File: src/rtl/thr_pkg.sv
package thr_pkg;

    // Lock machine states
    typedef enum logic {
        LK_OPEN   = 1'b0,
        LK_SEALED = 1'b1
    } lock_state_e;

    // Position of the enable bit inside a control register
    localparam int EN_BIT = 2;

endpackage

File: src/rtl/thr_lock_fsm.sv
module thr_lock_fsm (
    input  logic clk,
    input  logic cold_rst_n,
    input  logic lock_wr_i,
    input  logic lock_bit_i,
    output logic sealed_o
);
    import thr_pkg::*;

    lock_state_e state_q;
    lock_state_e state_d;

    // State register: only cold reset reopens
    always_ff @(posedge clk or negedge cold_rst_n) begin
        if (!cold_rst_n) begin
            state_q <= LK_OPEN;
        end else begin
            state_q <= state_d;
        end
    end

    // Next-state logic
    always_comb begin
        state_d = state_q;
        unique case (state_q)
            LK_OPEN: begin
                if (lock_wr_i && lock_bit_i) begin
                    state_d = LK_SEALED;
                end
            end
            LK_SEALED: begin
                state_d = LK_SEALED;
            end
        endcase
    end

    // Outputs
    always_comb begin
        sealed_o = 1'b0;
        unique case (state_q)
            LK_OPEN:   sealed_o = 1'b0;
            LK_SEALED: sealed_o = 1'b1;
        endcase
    end


    sealed_hold_chk: assert property (@(posedge clk) disable iff (!cold_rst_n)
        (state_q == LK_SEALED) |=> (state_q == LK_SEALED));


    open_hold_chk: assert property (@(posedge clk) disable iff (!cold_rst_n)
        ((state_q == LK_OPEN) && !(lock_wr_i && lock_bit_i)) |=> (state_q == LK_OPEN));

endmodule

File: src/rtl/thr_func_regs.sv
module thr_func_regs #(
    parameter int FIELD_W = 8,
    parameter int DATA_W  = 8
) (
    input  logic               clk,
    input  logic               cold_rst_n,
    input  logic               sealed_i,
    input  logic               field_we_i,
    input  logic               ctl_we_i,
    input  logic [FIELD_W-1:0] field_wdata_i,
    input  logic               en_wdata_i,
    output logic [FIELD_W-1:0] limit_o,
    output logic               enable_o,
    output logic [DATA_W-1:0]  field_rd_o,
    output logic [DATA_W-1:0]  ctl_rd_o
);
    import thr_pkg::*;

    logic [FIELD_W-1:0] limit_q;
    logic               enable_q;

    always_ff @(posedge clk or negedge cold_rst_n) begin
        if (!cold_rst_n) begin
            limit_q  <= '0;
            enable_q <= 1'b0;
        end else if (!sealed_i) begin
            if (field_we_i) begin
                limit_q <= field_wdata_i;
            end
            if (ctl_we_i) begin
                enable_q <= en_wdata_i;
            end
        end
    end

    always_comb begin
        field_rd_o         = DATA_W'(limit_q);
        ctl_rd_o           = '0;
        ctl_rd_o[EN_BIT]   = enable_q;
    end

    assign limit_o  = limit_q;
    assign enable_o = enable_q;


    frozen_regs_chk: assert property (@(posedge clk) disable iff (!cold_rst_n)
        sealed_i |=> ($stable(limit_q) && $stable(enable_q)));

endmodule

File: src/rtl/thr_event_mon.sv
module thr_event_mon #(
    parameter int NUM_FUNC = 2,
    parameter int FIELD_W  = 8
) (
    input  logic                        clk,
    input  logic                        cold_rst_n,
    input  logic                        any_rst_n,
    input  logic [NUM_FUNC-1:0]         enable_i,
    input  logic [NUM_FUNC*FIELD_W-1:0] limits_i,
    input  logic                        serr_en_i,
    input  logic                        event_i,
    output logic                        cfg_err_o,
    output logic                        err_pulse_o
);
    logic [NUM_FUNC-1:0] bad_cfg;
    logic                evt_q;
    logic                any_en;

    for (genvar i = 0; i < NUM_FUNC; i++) begin : g_chk
        assign bad_cfg[i] = enable_i[i] && (limits_i[i*FIELD_W +: FIELD_W] == '0);
    end

    assign any_en = |enable_i;

    // Sticky flag survives warm reset
    always_ff @(posedge clk or negedge cold_rst_n) begin
        if (!cold_rst_n) begin
            cfg_err_o <= 1'b0;
        end else if (|bad_cfg) begin
            cfg_err_o <= 1'b1;
        end
    end

    always_ff @(posedge clk or negedge any_rst_n) begin
        if (!any_rst_n) begin
            evt_q       <= 1'b0;
            err_pulse_o <= 1'b0;
        end else begin
            evt_q       <= event_i;
            err_pulse_o <= event_i && !evt_q && any_en && serr_en_i;
        end
    end


    err_sticky_chk: assert property (@(posedge clk) disable iff (!cold_rst_n)
        cfg_err_o |=> cfg_err_o);


    pulse_single_chk: assert property (@(posedge clk) disable iff (!any_rst_n)
        err_pulse_o |=> !err_pulse_o);


    pulse_cause_chk: assert property (@(posedge clk) disable iff (!any_rst_n)
        err_pulse_o |-> $past(serr_en_i && event_i));

endmodule

File: src/rtl/thr_cfg_regs.sv
module thr_cfg_regs #(
    parameter int NUM_FUNC = 2,
    parameter int FIELD_W  = 8,
    parameter int DATA_W   = 8,
    parameter int ADDR_W   = $clog2(2*NUM_FUNC + 2)
) (
    input  logic                        clk,
    input  logic                        cold_rst_n,
    input  logic                        warm_rst_n,
    input  logic                        bus_valid,
    input  logic                        bus_write,
    input  logic [ADDR_W-1:0]           bus_addr,
    input  logic [DATA_W-1:0]           bus_wdata,
    output logic                        rd_valid,
    output logic [DATA_W-1:0]           rd_data,
    input  logic                        throttle_event,
    output logic                        locked,
    output logic [NUM_FUNC-1:0]         func_enable,
    output logic [NUM_FUNC*FIELD_W-1:0] func_limit,
    output logic                        cfg_err,
    output logic                        err_pulse
);
    import thr_pkg::*;

    localparam int LOCK_ADDR = 2*NUM_FUNC;
    localparam int SERR_ADDR = LOCK_ADDR + 1;

    logic                any_rst_n;
    logic                wr_req;
    logic                rd_req;
    logic                sealed;
    logic                serr_en_q;
    logic [NUM_FUNC-1:0] field_we;
    logic [NUM_FUNC-1:0] ctl_we;
    logic [DATA_W-1:0]   field_rd [NUM_FUNC];
    logic [DATA_W-1:0]   ctl_rd   [NUM_FUNC];
    logic [DATA_W-1:0]   rd_mux;

    assign any_rst_n = cold_rst_n & warm_rst_n;
    assign wr_req    = bus_valid &  bus_write;
    assign rd_req    = bus_valid & ~bus_write;

    thr_lock_fsm u_lock (
        .clk        (clk),
        .cold_rst_n (cold_rst_n),
        .lock_wr_i  (wr_req && (bus_addr == ADDR_W'(LOCK_ADDR))),
        .lock_bit_i (bus_wdata[0]),
        .sealed_o   (sealed)
    );

    for (genvar i = 0; i < NUM_FUNC; i++) begin : g_func
        assign field_we[i] = wr_req && (bus_addr == ADDR_W'(2*i));
        assign ctl_we[i]   = wr_req && (bus_addr == ADDR_W'(2*i + 1));

        thr_func_regs #(
            .FIELD_W (FIELD_W),
            .DATA_W  (DATA_W)
        ) u_regs (
            .clk           (clk),
            .cold_rst_n    (cold_rst_n),
            .sealed_i      (sealed),
            .field_we_i    (field_we[i]),
            .ctl_we_i      (ctl_we[i]),
            .field_wdata_i (bus_wdata[FIELD_W-1:0]),
            .en_wdata_i    (bus_wdata[EN_BIT]),
            .limit_o       (func_limit[i*FIELD_W +: FIELD_W]),
            .enable_o      (func_enable[i]),
            .field_rd_o    (field_rd[i]),
            .ctl_rd_o      (ctl_rd[i])
        );
    end

    // Error-signal enable: outside the lock, cold reset only
    always_ff @(posedge clk or negedge cold_rst_n) begin
        if (!cold_rst_n) begin
            serr_en_q <= 1'b0;
        end else if (wr_req && (bus_addr == ADDR_W'(SERR_ADDR))) begin
            serr_en_q <= bus_wdata[0];
        end
    end

    // Read multiplexer
    always_comb begin
        rd_mux = '0;
        for (int i = 0; i < NUM_FUNC; i++) begin
            if (bus_addr == ADDR_W'(2*i)) begin
                rd_mux = field_rd[i];
            end
            if (bus_addr == ADDR_W'(2*i + 1)) begin
                rd_mux = ctl_rd[i];
            end
        end
        if (bus_addr == ADDR_W'(LOCK_ADDR)) begin
            rd_mux = DATA_W'(sealed);
        end
        if (bus_addr == ADDR_W'(SERR_ADDR)) begin
            rd_mux = DATA_W'(serr_en_q);
        end
    end

    always_ff @(posedge clk or negedge any_rst_n) begin
        if (!any_rst_n) begin
            rd_valid <= 1'b0;
            rd_data  <= '0;
        end else begin
            rd_valid <= rd_req;
            if (rd_req) begin
                rd_data <= rd_mux;
            end
        end
    end

    thr_event_mon #(
        .NUM_FUNC (NUM_FUNC),
        .FIELD_W  (FIELD_W)
    ) u_mon (
        .clk         (clk),
        .cold_rst_n  (cold_rst_n),
        .any_rst_n   (any_rst_n),
        .enable_i    (func_enable),
        .limits_i    (func_limit),
        .serr_en_i   (serr_en_q),
        .event_i     (throttle_event),
        .cfg_err_o   (cfg_err),
        .err_pulse_o (err_pulse)
    );

    assign locked = sealed;


    rd_origin_chk: assert property (@(posedge clk) disable iff (!any_rst_n)
        rd_valid |-> $past(bus_valid && !bus_write));


    serr_write_chk: assert property (@(posedge clk) disable iff (!cold_rst_n)
        (wr_req && (bus_addr == ADDR_W'(SERR_ADDR))) |=> (serr_en_q == $past(bus_wdata[0])));

endmodule

File: config.mk
export PLATFORM = sky130hd
export DESIGN_NAME = thr_cfg_regs
export DESIGN_NICKNAME = d
export VERILOG_FILES = /design/src/rtl/thr_pkg.sv /design/src/rtl/thr_lock_fsm.sv /design/src/rtl/thr_func_regs.sv /design/src/rtl/thr_event_mon.sv /design/src/rtl/thr_cfg_regs.sv
export SDC_FILE = /design/constraint.sdc
export NUM_CORES = 1
export LEC_CHECK = 0
export BUFFER_PORTS_ARGS = -buffer_cell sky130_fd_sc_hd__buf_4
export CAP_MARGIN = 20
export CORE_MARGIN = 2
export CORE_UTILIZATION = 57
export DETAILED_ROUTE_END_ITERATION = 8
export GPL_ROUTABILITY_DRIVEN = 0
export PLACE_DENSITY_LB_ADDON = 0.15
export SYNTH_ARGS = -nofsm -noshare
export SYNTH_HDL_FRONTEND = slang
export SYNTH_HIERARCHICAL = 1
export SYNTH_SLANG_ARGS = --single-unit
File: constraint.sdc
create_clock -name clk -period 1.75 [get_ports clk]
set_input_delay 0.35 -clock clk [delete_from_list [all_inputs] [get_ports clk]]
set_output_delay 0.35 -clock clk [all_outputs]
set_load 0.01 [all_outputs]
==> run metrics <==
status=finished clean; fillers=approximately 250; first-pass GRT wire length=about 5.9 mm; PortBufs=46; max_cap viols=0; layout cells sized above 1=0.419; Critical Path AT=around 1000 ps; vias=approximately 1200; worst slack, placed=around 130 ps; top-level I/O count=47; startpoint types=register; die area=between 3000 and 4000 sq um; initial DRC count=39; initial antenna violation count=0; Clock Tree Buf Depth=2; postcts setup bufs=0; hpwl dp=2.75 mm; final net count=215; crit end category=output pin; vias in the first global route=1234; n_diodes=0; Pleak=approximately 1.0 nW; worst path buffer plus inverter count=1; DRC=0; final hold violations=0; number of cells on the worst reg-to-reg path=3; most frequent cells in the layout=52 x buf_4, 32 x dfrtp_1, 16 x mux2_4, 14 x conb_1, 11 x nor2b_1; largest net degree at the start of global routing=23; Peak Freq=750 MHz; clock sink total=32; Synth Area per Inst=11.2 sq um; final worst path period share=0.762; Req. time, crit path=1400 ps; Synth Warn #=6; RSZ-0062 raised after global routing=no; Max IR drop VDD=around 690 uV; ANT nets after route=0; clk root buf=clkbuf_4; Final TNS setup=0 ps; Clk Latency, worst-skew pair=between 300 and 400 ps; Cells after Synth=165; Top Family by Delay on Critical Path=flip-flops; Worst path max stage delay=roughly 470 ps; H-tree depth=2; WP depth=1; reg2reg setup slack=500 ps; via density per instance=between 5 and 6; crit path max fanout=7; synthesized area=approximately 1800 sq um; starting density of the core=0.600; slowest CP cell=dfrtp_1; crit-path cells=buf_4; #FFs+latches synth=32; Post-synth top flop=dfrtp_1; min Tclk post-route=1330 ps; Post-synth ARST share=1.00; Initial DRT Pass Iterations=4; Setup Skew=4.30 ps; worst hold-check path type=primary input to asynchronous set/reset pin; Routed WL per cell=approximately 15 um; Critical R2R Capture=g_func[0].u_regs/field_rd_o[4]$_DFFE_PN0P_; FP Rows=20; Clock transition at path regs=100 ps; WL final=~3.7 mm; Die Y=around 60 um; register area share after synthesis=0.433; Pwr Density=1090 nW/um^2; chip width=60.9 um; GR Util All Layers=0.229; Inserted Clock Buffers=5; grt total ovfl=0; Synth cell types=36; # setup viols final=0; FF-to-FF Start=u_lock/state_q$_DFF_PN0_; most common cell after layout, fill and taps aside=buf_4; Area Growth Syn to Fin=15.1%; Crit Path Category=register to output pin; final core utilization=0.691; TritonCTS clock tree=built; Pins Over Slew Limit=0; total core area=between 3000 and 4000 sq um; Post-synth EDFFs=0; final worst slack=slightly above 400 ps
==> Yosys cell counts (2+ instances only) <==
cell type  count  area share
a21oi_1        4       0.011
mux2_2         3       0.018
a211oi_1       8       0.032
conb_1         2      0.0041
nor2b_1       11       0.037
nor2_1         3      0.0061
o21ai_1        7       0.019
nor4b_1        3       0.014
buf_2          4       0.011
mux2_4        16        0.13
buf_4         32        0.13
nand2b_1       3       0.010
nand2_1        8       0.016
buf_6          2       0.012
dfrtp_1       32        0.43
o221ai_1       7       0.033
==> logic make-up after synthesis <==
logic type      share of synthesized area
mux                                 0.160
compound gates                      0.118
other cells                       0.00406
flops                               0.433
simple gates                        0.125
buf+inv                             0.159
==> per-stage QoR <==
stage          hold WS (ps)  cell area, sq um  power (mW)  cells
2_1_floorplan          54.4              1890        1.66    177
3_3_place_gp            247              2050        1.84    234
3_5_place_dp            253              2050        1.86    234
4_1_cts                60.4              2130        2.34    242
5_1_grt                65.3              2130        2.45    242
6_report               47.7              2130        2.32    242
==> sequential cells by signal, summed over array words and instances, names as in the netlist <==
register and flops:
g_func.u_regs/enable_o 2, u_lock/state_q 1, u_mon/err_pulse_o 1, u_mon/evt_q 1, rd_data 8, u_mon/cfg_err_o 1, g_func.u_regs/field_rd_o 16, serr_en_q 1
rd_valid 1
==> cell type report <==
type | count | area (sq um) | share of cell area
timing repair buffer | 53 | 400 | 0.188
multi-input combinational | 104 | 798 | 0.375
inverter | 2 | 7.51 | 0.00353
sequential | 32 | 801 | 0.376
tap | 44 | 55.1 | 0.0259
clock buffer | 7 | 65.1 | 0.0306
==> power by group <==
group          switching, mW  internal [mW]  leakage [nW]  total, mW
sequential             0.194          0.906         0.403       1.10
clock                  0.249          0.228        0.0374      0.476
combinational          0.289          0.459         0.570      0.748
total                  0.731           1.59          1.01       2.32
==> worst max path at each step <==
| stage | endpoint | slack (ps) | start |
|---|---|---|---|
| finish | locked | 420 | u_lock/state_q$_DFF_PN0_ |
| detailed placement | g_func[1].u_regs/field_rd_o[1]$_DFFE_PN0P_ | 130 | bus_valid |
| floorplan | g_func[1].u_regs/field_rd_o[0]$_DFFE_PN0P_ | 90 | bus_addr[1] |
| global route | g_func[1].u_regs/field_rd_o[1]$_DFFE_PN0P_ | 350 | bus_valid |
| CTS | locked | 400 | u_lock/state_q$_DFF_PN0_ |
| global placement | g_func[1].u_regs/field_rd_o[7]$_DFFE_PN0P_ | 130 | bus_valid |
==> repair_timing <==
item / in CTS / in global routing
hold buffers: 1 / 0
hold endpoints to repair: 21 / 0
resized for setup: 0 / 0
==> metal layers <==
| layer | wire length, um | global-route usage | vias up | share of wire |
|---|---|---|---|---|
| met3 | 202 | 0.0768 | 6 | 0.055 |
| met1 | 1680 | 0.296 | 591 | 0.46 |
| li1 | - | - | 599 | - |
| met4 | 57 | 0.0932 | 0 | 0.015 |
| met2 | 1750 | 0.355 | 40 | 0.47 |
| met5 | 0 | 0 | - | 0 |
Note: power is estimated with default switching activity, not from simulation.
